**src/rtl/predRemapPkg.sv**
```systemverilog
`timescale 1ns/1ps
package predRemapPkg;
  localparam int REG_W = 5;   // predicate register number width
  localparam int TGT_W = 7;   // target index field width in a 16-bit entry

  typedef struct packed {
    logic             enabled;
    logic             zero;
    logic             inv;
    logic             ffirst;
    logic [REG_W-1:0] predReg;
  } slotT;

  typedef struct packed {
    logic             clearAll;
    logic             wrEn;
    logic             wrBank;
    logic [TGT_W-1:0] wrSlot;
    slotT             wrData;
  } strobeT;
endpackage

```
**src/rtl/predRemapCtrl.sv**
```systemverilog
`timescale 1ns/1ps
module predRemapCtrl
  import predRemapPkg::*;
#(
  parameter int MAX_ENTRIES  = 16,
  parameter int NUM_SLOTS    = 32,
  parameter int COMPACT_BASE = 9,
  parameter int COMPACT_MAX  = 4
) (
  input  logic        clk,
  input  logic        rstN,
  input  logic        clear,
  input  logic        entryValid,
  input  logic        entryFmt8,
  input  logic [15:0] entryData,
  output strobeT      strobe,
  output logic        illegalTrap
);
  localparam int CNT_W = $clog2(MAX_ENTRIES + 1);

  logic [CNT_W-1:0] posCnt;
  logic             haveRoom;
  logic             accept;
  logic             formatOk;
  logic             reserved;
  logic             inRange;
  logic             decBank;
  logic [TGT_W-1:0] decTgt;
  slotT             decSlot;

  assign haveRoom = posCnt < CNT_W'(MAX_ENTRIES);
  assign accept   = entryValid && !clear && haveRoom;

  always_comb begin
    decSlot.enabled = 1'b1;
    if (entryFmt8) begin
      decSlot.zero    = entryData[7];
      decSlot.inv     = entryData[6];
      decBank         = entryData[5];
      decTgt          = {2'b00, entryData[4:0]};
      decSlot.ffirst  = 1'b0;
      decSlot.predReg = REG_W'(COMPACT_BASE) + REG_W'(posCnt);
      formatOk        = posCnt < CNT_W'(COMPACT_MAX);
    end else begin
      decSlot.predReg = entryData[15:11];
      decSlot.zero    = entryData[10];
      decSlot.inv     = entryData[9];
      decBank         = entryData[8];
      decTgt          = entryData[7:1];
      decSlot.ffirst  = entryData[0];
      formatOk        = 1'b1;
    end
  end

  assign reserved = !entryFmt8 && (decSlot.predReg == '0) && decSlot.zero && decSlot.inv;
  assign inRange  = {1'b0, decTgt} < (TGT_W+1)'(NUM_SLOTS);

  always_comb begin
    strobe.clearAll = clear;
    strobe.wrEn     = accept && formatOk && !reserved && inRange;
    strobe.wrBank   = decBank;
    strobe.wrSlot   = decTgt;
    strobe.wrData   = decSlot;
  end

  always_ff @(posedge clk) begin
    if (!rstN) begin
      posCnt      <= '0;
      illegalTrap <= 1'b0;
    end else begin
      illegalTrap <= accept && reserved;
      if (clear)       posCnt <= '0;
      else if (accept) posCnt <= posCnt + 1'b1;
    end
  end
endmodule

```
**src/rtl/predRemapStore.sv**
```systemverilog
`timescale 1ns/1ps
module predRemapStore
  import predRemapPkg::*;
#(
  parameter int NUM_SLOTS = 32,
  parameter int NUM_BANKS = 2
) (
  input  logic                          clk,
  input  logic                          rstN,
  input  strobeT                        strobe,
  input  logic [$clog2(NUM_BANKS)-1:0]  rdBank,
  input  logic [$clog2(NUM_SLOTS)-1:0]  rdReg,
  output slotT                          rdSlot,
  output logic                          rdAllOnes
);
  slotT bankRd [NUM_BANKS];

  for (genvar b = 0; b < NUM_BANKS; b++) begin : g_bank
    slotT cells [NUM_SLOTS];
    always_ff @(posedge clk) begin
      for (int s = 0; s < NUM_SLOTS; s++) begin
        if (!rstN || strobe.clearAll)
          cells[s] <= '0;
        else if (strobe.wrEn && (32'(strobe.wrBank) == b) && (32'(strobe.wrSlot) == s))
          cells[s] <= strobe.wrData;
      end
    end
    assign bankRd[b] = cells[rdReg];
  end

  assign rdSlot    = bankRd[rdBank];
  assign rdAllOnes = !rdSlot.enabled || ((rdSlot.predReg == '0) && rdSlot.inv);
endmodule

```
**src/rtl/predRemap.sv**
```systemverilog
`timescale 1ns/1ps
module predRemap
  import predRemapPkg::*;
#(
  parameter int MAX_ENTRIES  = 16,
  parameter int NUM_SLOTS    = 32,
  parameter int COMPACT_BASE = 9,
  parameter int COMPACT_MAX  = 4,
  localparam int SLOT_W      = $clog2(NUM_SLOTS)
) (
  input  logic              clk,
  input  logic              rstN,
  input  logic              clear,
  input  logic              entryValid,
  input  logic              entryFmt8,
  input  logic [15:0]       entryData,
  output logic              illegalTrap,
  input  logic              rdBank,
  input  logic [SLOT_W-1:0] rdReg,
  output logic              rdEnabled,
  output logic              rdZero,
  output logic              rdInv,
  output logic              rdFfirst,
  output logic [REG_W-1:0]  rdPredReg,
  output logic              rdAllOnes
);
  strobeT strobe;
  slotT   rdSlot;

  predRemapCtrl #(
    .MAX_ENTRIES(MAX_ENTRIES), .NUM_SLOTS(NUM_SLOTS),
    .COMPACT_BASE(COMPACT_BASE), .COMPACT_MAX(COMPACT_MAX)
  ) u_ctrl (
    .clk(clk), .rstN(rstN), .clear(clear), .entryValid(entryValid),
    .entryFmt8(entryFmt8), .entryData(entryData),
    .strobe(strobe), .illegalTrap(illegalTrap)
  );

  predRemapStore #(.NUM_SLOTS(NUM_SLOTS), .NUM_BANKS(2)) u_store (
    .clk(clk), .rstN(rstN), .strobe(strobe), .rdBank(rdBank), .rdReg(rdReg),
    .rdSlot(rdSlot), .rdAllOnes(rdAllOnes)
  );

  assign rdEnabled = rdSlot.enabled;
  assign rdZero    = rdSlot.zero;
  assign rdInv     = rdSlot.inv;
  assign rdFfirst  = rdSlot.ffirst;
  assign rdPredReg = rdSlot.predReg;
endmodule

```
**config.mk**
```make
export PLATFORM = sky130hd
export DESIGN_NAME = predRemap
export DESIGN_NICKNAME = d
export VERILOG_FILES = /design/src/rtl/predRemapPkg.sv /design/src/rtl/predRemapCtrl.sv /design/src/rtl/predRemapStore.sv /design/src/rtl/predRemap.sv
export SDC_FILE = /design/constraint.sdc
export NUM_CORES = 1
export LEC_CHECK = 0
export BUFFER_PORTS_ARGS = -buffer_cell sky130_fd_sc_hd__buf_2
export CAP_MARGIN = 20
export CORE_UTILIZATION = 45
export DETAILED_ROUTE_END_ITERATION = 7
export PLACE_DENSITY = 0.65
export REMOVE_ABC_BUFFERS = 1
export SLEW_MARGIN = 20
export SYNTH_ARGS = -nofsm -noshare
export SYNTH_HDL_FRONTEND = slang
export SYNTH_SLANG_ARGS = --single-unit
```
**constraint.sdc**
```tcl
create_clock -name clk -period 4.15 [get_ports clk]
set_input_delay 0.2075 -clock clk [delete_from_list [all_inputs] [get_ports clk]]
set_output_delay 0.2075 -clock clk [all_outputs]
set_load 0.02 [all_outputs]
```
==> impl_results.md <==
- Clock Path Buffers: 3
- Avg WL per Cell: 27.0 um
- Area Growth Syn to Fin: 13.5%
- DRC: 0
- WP buf/inv: 1
- Fin. Hold Viols: 0
- Most common cell after layout, fill and taps aside: edfxtp_1
- Async SR Flop Fraction: 0
- I/O pin count: 38
- Delay-heaviest family, CP: compound AO/OA/AOI/OAI gates
- Power per cell area: 452 nW/um^2
- Overall routing resource usage: 0.252
- Die area: 59300 sq um
- Primary FF master, synth: edfxtp_1
- Fmax: 0.276 GHz
- Placed cell areas: 27700 sq um
- Max-Cap Viols: 0
- Vias: 16614
- Number of synthesized flops with an enable pin: 574
- Hold WC Path Type: in2reg
- Sequential-to-total area share from yosys stat: 0.663
- Count of different cell masters after synthesis: 62
- Yosys warns: 0
- Post-Layout Cell Count: 2732
- Largest net degree at the start of global routing: 127
- CP Data Required Time: 3.94 ns
- Total power: 13500 uW
- Comb power frac: 0.077
- Int Power: 10500 uW
- Static Leak: 0.0115 uW
- DR iter-0 viols: 2580
- Mapped Cells: 1856
- Vias per cell: 6.08
- Post-DP HPWL: 48900 um
- Clk pin slew, worst setup/hold paths: 0.06 ns
- Final core occ: 0.516
- Max Slew Vio Count: 0
- Slew HR: 0.201
- Die Ht: 243 um
- Crit path max-delay cell type: o41ai_2
- Fin crit share: 0.872
- Drt first pass iters: 6
- Post-placement cell count: 2618
- Fin area: 29800 sq um
- CTS tree: yes
- # nets final: 1945
- Syn avg cell area: 14.1 sq um
- Clock Skews: 0.0178 ns
- IO Port Bufs: 37
- Hold Slack: 0.0235 ns
- Sequential share of power: 0.500
- RSZ-0062 raised after global routing: no
- Clk pwr share: 0.423
- Tmin final: 3.62 ns
- Status: completed
- #FFs+latches synth: 582
- Startpoint Class: flip-flop
- Remaining global-route overflow: 0
- CTS Root Cell: clkbuf_16
- RD Place Congestion: 0.949
- Post-Syn Area: 26200 sq um
- Clock latency on the worst-skew pair: 0.62 ns
- Sink Count: 582
- Least-Margin Pin Slew: 1.19 ns
- TritonCTS buffer count: 59
- First-pass GRT wire length: 110000 um
- Critical Path End Type: output pin
- Rows: 88
- H-tree level count: 2
- Peak supply drop: 338 uV
- Initial antenna violation count: 1
- Core ar.: 57700 sq um
- Routed Antenna Nets: 0
- Postcts setup bufs: 0
- Largest stage delay on the critical path: 0.62 ns
- Vias in the first global route: 16263
- Most frequent cells in the layout: edfxtp_1 (574), nor2_1 (521), mux4_2 (153), buf_4 (104), o21ai_0 (69)
- Sequence of cells on the critical path: mux4_2 -> mux2_2 -> o21ai_0 -> a32oi_1 -> o41ai_2 -> buf_2
- Die X-Extent: 243 um
- Share of layout cells above drive strength 1: 0.214
- Filler cells: 4813
- Setup Viol. Count Final: 0
- CP Max Fanout: 2
- CP Class: reg2out
- Initial Util: 0.455
- WP data arrival: 3.41 ns
- Sw frac: 0.222
- Final wirelength: 73700 um
- Psw: 3000 uW
-- per-stage QoR --
| stage | setup slack (ns) | setup TNS (ns) |
|---|---|---|
| floorplan | -1.99 | -1787.54 |
| global placement | 0.648 | 0 |
| detailed placement | 0.651 | 0 |
| CTS | 0.642 | 0 |
| global route | 0.317 | 0 |
| finish | 0.531 | 0 |
-- worst min-delay path, stage by stage --
cell and delay [ns]:
buf_2 0.13, nor3b_2 0.10, xnor2_1 0.14, nor2_1 0.04
-- power groups by stage --
stage	logic, uW	clock network (uW)	registers [uW]
2_1_floorplan	509	0	6820
4_1_cts	1030	5760	6730
3_5_place_dp	1020	0	6850
6_report	1040	5700	6730
5_1_grt	1080	5980	6750
3_3_place_gp	1020	0	6840
-- flip-flops by register name, indices dropped and copies added (netlist names) --
register              cells
u_store.g_bank.cells    576
u_ctrl.posCnt             5
u_ctrl.illegalTrap        1
-- worst paths after layout --
path | startpoint | endpoint | slack, ns | cells after the start
worst max register to register | u_ctrl.posCnt[0]$_SDFFE_PN0P_ | u_store.g_bank[0].cells[14][2]$_SDFFCE_PN0P_ | 0.76 | 9
worst max-delay path | u_store.g_bank[0].cells[18][2]$_SDFFCE_PN0P_ | rdAllOnes | 0.53 | 6
worst min register to register | u_store.g_bank[0].cells[16][8]$_SDFFE_PP1N_ | u_store.g_bank[0].cells[16][8]$_SDFFE_PP1N_ | 0.49 | 2
worst min-delay path | clear | u_ctrl.posCnt[0]$_SDFFE_PN0P_ | 0.02 | 4
-- cells in the mapped netlist, types with 3 or more instances --
master    instances  share of area
nor3_1            7         0.0013
nor4_1           19         0.0045
a221oi_1          6         0.0020
inv_1            68         0.0097
nand3_2          10         0.0038
mux2_2            6         0.0026
o21ai_1           3        0.00057
o21ai_0          69          0.013
dfxtp_1           8         0.0061
nand2b_1         16         0.0038
clkbuf_1         84          0.012
nand3_1          66          0.013
mux2i_1          38          0.014
xor2_1            3         0.0010
a31oi_1           7         0.0017
a21oi_1           9         0.0017
xnor2_1           3         0.0010
nor2b_1          11         0.0026
nand3b_1          3        0.00086
mux4_2          153           0.13
buf_1            20         0.0029
o21a_1            4         0.0011
a311oi_2          4         0.0023
edfxtp_1        574           0.66
o211ai_1          4         0.0011
buf_2            26         0.0050
nor2_1          521          0.075
nand2_1          34         0.0049
o31ai_1           3        0.00086
buf_4             7         0.0020
o22ai_1          11         0.0026
buf_6             8         0.0034
or2_2             3        0.00072
a22oi_1           9         0.0026
-- timing repair --
item	in CTS	in global routing
hold buffers	3	0
gates resized for setup	0	0
hold endpoints to repair	2	0
-- cells by family after synthesis --
kind of cell	count (synthesis)	share of synthesized area
DFF	582	0.663
xor gates and xnor gates	6	0.00200
adders and majority gates	1	0.000477
AOI/OAI and AO/OA	147	0.0359
muxes	197	0.148
buffers and inverters	216	0.0355
and+or+nand+nor	707	0.115
-- layout make-up --
type,instances,area [sq um],share of cell area
Sequential cell,582,17400,0.584
Tap cell,765,957,0.0321
Clock buffer,73,1590,0.0534
Timing Repair Buffer,147,1090,0.0365
Inverter,69,259,0.00870
Multi-Input combinational cell,1058,8010,0.269
Clock inverter,37,482,0.0162
Antenna cell,1,2.50,0.0000840
-- layer usage --
layer / vias up / global-route usage / part of all wire
met5: - / 0 / 0
met4: 0 / 0.0855 / 0.034
met3: 140 / 0.0574 / 0.11
met2: 1062 / 0.389 / 0.46
met1: 8391 / 0.354 / 0.39
li1: 7021 / - / -
No activity file was read; power rests on OpenSTA's default activity.
